==> config.mk <==
export PLATFORM = sky130hd
export DESIGN_NAME = swar_alu
export DESIGN_NICKNAME = d
export VERILOG_FILES = /design/src/rtl/swar_alu_pkg.sv /design/src/rtl/swar_lane_adder.sv /design/src/rtl/swar_shifter.sv /design/src/rtl/swar_lane_select.sv /design/src/rtl/swar_alu.sv
export SDC_FILE = /design/constraint.sdc
export NUM_CORES = 1
export LEC_CHECK = 0
export BUFFER_PORTS_ARGS = -buffer_cell sky130_fd_sc_hd__buf_2
export CAP_MARGIN = 20
export CORE_UTILIZATION = 63
export DETAILED_ROUTE_END_ITERATION = 8
export PLACE_DENSITY = 0.82
export SYNTH_ARGS = -nofsm -noshare
export SYNTH_HDL_FRONTEND = slang
export SYNTH_SLANG_ARGS = --single-unit
==> constraint.sdc <==
create_clock -name vclk -period 8.5
set_clock_uncertainty 0.1 [all_clocks]
set_input_delay 1.7 -clock vclk [all_inputs]
set_output_delay 1.7 -clock vclk [all_outputs]
set_load 0.01 [all_outputs]
==> src/rtl/swar_alu_pkg.sv <==
package swar_alu_pkg;

    localparam int LANE_W  = 8;
    localparam int LANES   = 4;
    localparam int DATA_W  = LANE_W * LANES;
    localparam int OP_W    = 4;
    localparam int LIDX_W  = 4;
    localparam int LSEL_W  = $clog2(LANES);

    typedef enum logic [OP_W-1:0] {
        OP_AND    = 4'd0,
        OP_OR     = 4'd1,
        OP_XOR    = 4'd2,
        OP_ADD    = 4'd4,
        OP_ADDV   = 4'd5,
        OP_SHIFT  = 4'd7,
        OP_PACK   = 4'd8,
        OP_UNPACK = 4'd9,
        OP_ANY    = 4'd10,
        OP_ANYV   = 4'd11,
        OP_NEG    = 4'd12,
        OP_NEGV   = 4'd13
    } alu_op_e;

    // Word with only the top bit of each lane set.
    function automatic logic [DATA_W-1:0] lane_top_mask();
        logic [DATA_W-1:0] m;
        m = '0;
        for (int l = 0; l < LANES; l++) m[l*LANE_W + LANE_W-1] = 1'b1;
        return m;
    endfunction

    // Word with the value 1 in each lane.
    function automatic logic [DATA_W-1:0] lane_one_word();
        logic [DATA_W-1:0] m;
        m = '0;
        for (int l = 0; l < LANES; l++) m[l*LANE_W] = 1'b1;
        return m;
    endfunction

endpackage

==> src/rtl/swar_lane_adder.sv <==
module swar_lane_adder
    import swar_alu_pkg::*;
(
    input  logic [DATA_W-1:0] x_i,
    input  logic [DATA_W-1:0] y_i,
    input  logic              packed_i,
    output logic [DATA_W-1:0] sum_o
);
    localparam logic [DATA_W-1:0] TOP_M = lane_top_mask();

    logic [DATA_W-1:0] keep_d;
    logic [DATA_W-1:0] raw_d;

    always_comb begin
        keep_d = packed_i ? ~TOP_M : '1;
        raw_d  = (x_i & keep_d) + (y_i & keep_d);
        sum_o  = raw_d ^ ((x_i ^ y_i) & ~keep_d);
    end

    // every lane of the packed sum is an isolated 8-bit sum
    for (genvar l = 0; l < LANES; l++) begin : g_chk
        logic [LANE_W-1:0] lane_ref_d;
        always_comb begin
            lane_ref_d = x_i[l*LANE_W +: LANE_W] + y_i[l*LANE_W +: LANE_W];
            if (packed_i)
                a_r3_lane_isolated: assert (sum_o[l*LANE_W +: LANE_W] == lane_ref_d)
                    else $error("lane %0d carry leak", l);
        end
    end

endmodule

==> src/rtl/swar_shifter.sv <==
module swar_shifter
    import swar_alu_pkg::*;
(
    input  logic [DATA_W-1:0] a_i,
    input  logic [LANE_W-1:0] amt_i,
    output logic [DATA_W-1:0] res_o
);
    localparam int MAG_W = LANE_W + 1;

    logic [MAG_W-1:0] mag_d;
    logic             big_d;

    always_comb begin
        mag_d = amt_i[LANE_W-1] ? (MAG_W'(0) - {1'b1, amt_i}) : {1'b0, amt_i};
        big_d = mag_d >= MAG_W'(DATA_W);
        if (big_d)                 res_o = '0;
        else if (amt_i[LANE_W-1])  res_o = a_i >> mag_d;
        else                       res_o = a_i << mag_d;
    end

    // a zero amount leaves the operand unchanged
    always_comb begin
        if (amt_i == '0)
            a_r7_zero_shift: assert (res_o == a_i) else $error("zero shift altered word");
    end

endmodule

==> src/rtl/swar_lane_select.sv <==
module swar_lane_select
    import swar_alu_pkg::*;
(
    input  logic [DATA_W-1:0] a_i,
    input  logic [DATA_W-1:0] b_i,
    input  logic [LIDX_W-1:0] lane_i,
    output logic [DATA_W-1:0] unpack_o,
    output logic [DATA_W-1:0] pack_o
);
    logic [LSEL_W-1:0] sel_d;
    logic [DATA_W-1:0] shifted_d;

    always_comb begin
        sel_d     = lane_i[LSEL_W-1:0];
        shifted_d = a_i >> (int'(sel_d) * LANE_W);
        unpack_o  = {{(DATA_W-LANE_W){1'b0}}, shifted_d[LANE_W-1:0]};
    end

    for (genvar l = 0; l < LANES; l++) begin : g_pack
        always_comb begin
            pack_o[l*LANE_W +: LANE_W] = (sel_d == LSEL_W'(l)) ? a_i[LANE_W-1:0]
                                                               : b_i[l*LANE_W +: LANE_W];
        end
        // lanes not selected carry the destination byte through
        always_comb begin
            if (sel_d != LSEL_W'(l))
                a_r9_pack_keep: assert (pack_o[l*LANE_W +: LANE_W] == b_i[l*LANE_W +: LANE_W])
                    else $error("pack disturbed lane %0d", l);
        end
    end

    // unpack leaves the upper bytes clear
    always_comb begin
        a_r8_unpack_zext: assert (unpack_o[DATA_W-1:LANE_W] == '0) else $error("unpack upper bits set");
    end

endmodule

==> src/rtl/swar_alu.sv <==
module swar_alu
    import swar_alu_pkg::*;
(
    input  logic [3:0]  op_i,
    input  logic [31:0] a_i,
    input  logic [31:0] b_i,
    input  logic [3:0]  lane_i,
    output logic [31:0] result_o
);
    localparam logic [DATA_W-1:0] ONE_LANES = lane_one_word();

    alu_op_e           op_d;
    logic              neg_d;
    logic              packed_d;
    logic [DATA_W-1:0] add_x_d;
    logic [DATA_W-1:0] add_y_d;
    logic [DATA_W-1:0] sum_d;
    logic [DATA_W-1:0] shift_d;
    logic [DATA_W-1:0] unpack_d;
    logic [DATA_W-1:0] pack_d;
    logic [DATA_W-1:0] anyv_d;
    logic [DATA_W-1:0] result_d;

    // Operand steering for the shared adder
    always_comb begin
        op_d     = alu_op_e'(op_i);
        neg_d    = (op_d == OP_NEG) || (op_d == OP_NEGV);
        packed_d = (op_d == OP_ADDV) || (op_d == OP_NEGV);
        add_x_d  = neg_d ? ~a_i : a_i;
        if (!neg_d)        add_y_d = b_i;
        else if (packed_d) add_y_d = ONE_LANES;
        else               add_y_d = DATA_W'(1);
    end

    swar_lane_adder u_adder (
        .x_i      (add_x_d),
        .y_i      (add_y_d),
        .packed_i (packed_d),
        .sum_o    (sum_d)
    );

    swar_shifter u_shift (
        .a_i   (a_i),
        .amt_i (b_i[LANE_W-1:0]),
        .res_o (shift_d)
    );

    swar_lane_select u_lsel (
        .a_i      (a_i),
        .b_i      (b_i),
        .lane_i   (lane_i),
        .unpack_o (unpack_d),
        .pack_o   (pack_d)
    );

    for (genvar l = 0; l < LANES; l++) begin : g_anyv
        always_comb anyv_d[l*LANE_W +: LANE_W] = LANE_W'(|a_i[l*LANE_W +: LANE_W]);
    end

    always_comb begin
        case (op_d)
            OP_AND:    result_d = a_i & b_i;
            OP_OR:     result_d = a_i | b_i;
            OP_XOR:    result_d = a_i ^ b_i;
            OP_ADD,
            OP_ADDV,
            OP_NEG,
            OP_NEGV:   result_d = sum_d;
            OP_SHIFT:  result_d = shift_d;
            OP_PACK:   result_d = pack_d;
            OP_UNPACK: result_d = unpack_d;
            OP_ANY:    result_d = DATA_W'(|a_i);
            OP_ANYV:   result_d = anyv_d;
            default:   result_d = '0;
        endcase
        result_o = result_d;
    end

    // a word negation added back to its operand cancels
    always_comb begin
        if (op_d == OP_NEG)
            a_r4_neg_cancels: assert (result_o + a_i == '0) else $error("negation does not cancel");
    end

    // the word any result is boolean and tracks the operand
    always_comb begin
        if (op_d == OP_ANY)
            a_r6_any_bool: assert ((result_o[DATA_W-1:1] == '0) && (result_o[0] == (a_i != '0)))
                else $error("any result malformed");
    end

endmodule

==> impl_metrics.py <==
metrics = {
    "floorplan": {
        "fp-row-count": 42,
        "start_util_pct": 65.39,
        "die_w_um": 119.9,
        "coreArea_um2": 13400,
        "dieArea_um2": 14380,
        "die-height_um": 119.9,
        "io-pin-count": 104,
    },
    "job": {
        "maxCapViolCount": 0,
    },
    "yosys": {
        "synth_top_cell_area_share_pct": 13.71,
        "synth_cell_type_count": 77,
        "synth_commonest_cells": "nor2_1 (140), a21oi_1 (112), ha_1 (96), mux2i_1 (96), nand2_1 (92)",
        "yosys.area.top_type": "ha_1",
        "synth_top_family_by_area": "compound AO/OA/AOI/OAI gates",
        "yosys_warnings": 0,
        "synth_xor_area_share_pct": 6.597,
        "syn_inst": 1241,
        "synth_mux_area_share_pct": 23.18,
        "synthesis.nets": 1410,
        "synth_fa_ha_area_share_pct": 13.94,
        "synth_compound_area_share_pct": 27.67,
        "synthSimpleGateAreaFrac_pct": 19.78,
        "synth_area_leaders": "ha_1 (14%), mux4_2 (12%), mux2i_1 (11%)",
        "syn_area_per_cell_um2": 7.061,
        "seq_area_frac_synth_pct": 0,
        "synth_area_um2": 8762,
        "synth_most_common_cell": "nor2_1",
    },
    "drt": {
        "wl_per_cell_um": 27.98,
        "via_per_inst": 7.719,
        "wirelength_mm": 39.84,
        "drtPass1Iterations": 7,
        "drt.antenna.violating_nets": 0,
        "num_vias": 10990,
        "drc": 0,
        "drt-initial-drc-count": 2057,
    },
    "timing": {
        "rsz0062_at_grt": "false",
        "final.setup.tns_ns": 0,
        "fmax_mhz": 135.0,
        "finalMaxSlewViolations": 0,
        "min_period_over_period_pct": 87.12,
        "finalSetupViolCount": 0,
        "finalCriticalPeriod_ns": 7.405,
        "max_slew.worst_pin.slew_ns": 1.148,
        "hold_violations": 0,
        "relSlewSlack_pct": 22.68,
    },
    "grt": {
        "grt_pass1_vias": 10070,
        "grt_max_degree": 54,
        "grt.overflow.total": 0,
        "track_usage_pct": 54.63,
        "grt_pass1_wl_mm": 60.00,
        "antenna_found_initial": 1,
    },
    "setup_path": {
        "cp_num_cells": 16,
        "critPathBufInv": 3,
        "cp_top_family": "simple AND/OR/NAND/NOR gates",
        "cpMaxStageDelayCell": "or4_1",
        "crit_type": "in -> out",
        "crit_path_end_kind": "primary output",
        "cp.arrival_ns": 5.61,
        "startpoint_type": "input port",
        "crit_path_cell_trace": "buf_2 -> nor2b_4 -> nand2_2 -> buf_4 -> xnor2_1 -> nor2_1 -> ha_1 -> a21oi_1 -> o21ai_0 -> or3_1 -> a31oi_1 -> a31oi_1 -> nor2_1 -> nor4_1 -> or4_1 -> buf_2",
        "critical-path-max-stage-delay_ns": 0.51,
        "required_ns": 6.70,
        "path_max_fanout": 29,
    },
    "place": {
        "hpwl_mm": 29.08,
        "place_congestion": 1.095,
        "io_buffers": 102,
        "place_inst": 1422,
    },
    "status": {
        "status": "finished clean",
    },
    "finish": {
        "drive_above_1_share_pct": 17.32,
        "area.growth.synth_to_final_pct": 5.598,
        "final_cells": 1424,
        "final_nets": 1418,
        "seq_area_um2": 0,
        "clock_buffers": 0,
        "seq_cells": 0,
    },
    "power": {
        "leakage_nw": 4.113,
        "peakVddDrop_mv": 0.05634,
        "p_per_area_nw_per_um2": 88.89,
    },
    "cts": {
        "postCtsSetupBuffers": 0,
        "ctsResizeCount": 0,
        "ctsHoldBuffers": 0,
    },
    "min_path": {
        "hold_class": "in -> out",
        "holdPathStages": 6,
    },
}
[path summary, 6_finish.rpt]
kind / slack, ns / start / endpoint
max: 1.09 / op_i[2] / result_o[28]
min: 3.92 / b_i[26] / result_o[26]
[where the power goes]
group / total [mW] / switching, mW / internal, mW
combinational: 0.822 / 0.524 / 0.298
sequential: 0 / 0 / 0
clock: 0.0000000385 / 0 / 0.0000000385
[metrics by stage]
stage / area [um^2] / hold WS (ns) / util (%) / setup slack (ns) / total power, mW
final: 9253 / 3.920 / 69.05 / 1.095 / 0.8224
after detailed placement: 9230 / 3.877 / 68.88 / 1.196 / 0.7735
after CTS: 9230 / 3.889 / 68.88 / 1.185 / 0.7767
after floorplan: 8762 / 3.607 / - / 1.274 / 0.5435
after global routing: 9250 / 3.961 / 69.03 / 0.9017 / 0.8595
after global placement: 9230 / 3.886 / 68.88 / 1.212 / 0.7608
[cells by family (layout without fill, tap and decap cells)]
kind of cell | after synthesis | count (layout)
adders and majority gates | 97 | 97
other | 0 | 1
and+or+nand+nor | 375 | 375
xor gates and xnor gates | 66 | 66
AOI/OAI and AO/OA | 367 | 367
buffers and inverters | 190 | 196
muxes | 146 | 146
[layout by cell type (no fill, tap or decap), drive strengths merged, types with 3 or more instances in the layout]
cell       n
nand2b     9
nor3      34
a21oi    112
a21o      15
nor4      16
inv       67
buf      129
o221ai    14
o2111ai    6
o21ai     71
nor2     142
mux2i     96
nor2b      7
a31o       6
nand4      7
a211oi    11
o21a       6
a41oi      4
xnor2     60
o22ai      4
a22oi     13
or2        5
nand2     95
ha        96
a31oi     20
xor2       6
nand3     29
a221oi    24
mux4      45
o211ai    17
a22o       4
o32ai      3
mux2       5
and3       9
or3       11
o311ai     6
o31ai      4
a211o      6
[per-layer routing]
layer  routed length, um  part of all wire (%)  GRT usage [%]  vias to the layer above
met2               16140                    41          78.84                     1082
met3                6776                    17          18.58                      304
li1                    -                     -              -                     4638
met1               13940                    35          69.65                     4968
met4                2978                   7.5          32.81                        0
met5                   0                     0              0                        -
[area by class of cell]
cell class,instances,area [um^2]
Tap cell,176,220.2
Timing Repair Buffer,129,725.7
Inverter,67,251.5
Fill cell,1202,4148
Antenna cell,1,2.502
Multi-Input combinational cell,1051,8053
[worst min-delay path, stage by stage]
cell      delay [ns]
buf_2           0.12
mux2i_1         0.07
o21ai_0         0.15
a41oi_1         0.05
o211ai_1        0.10
buf_2           0.14
Power figures use the tool's default switching activity.
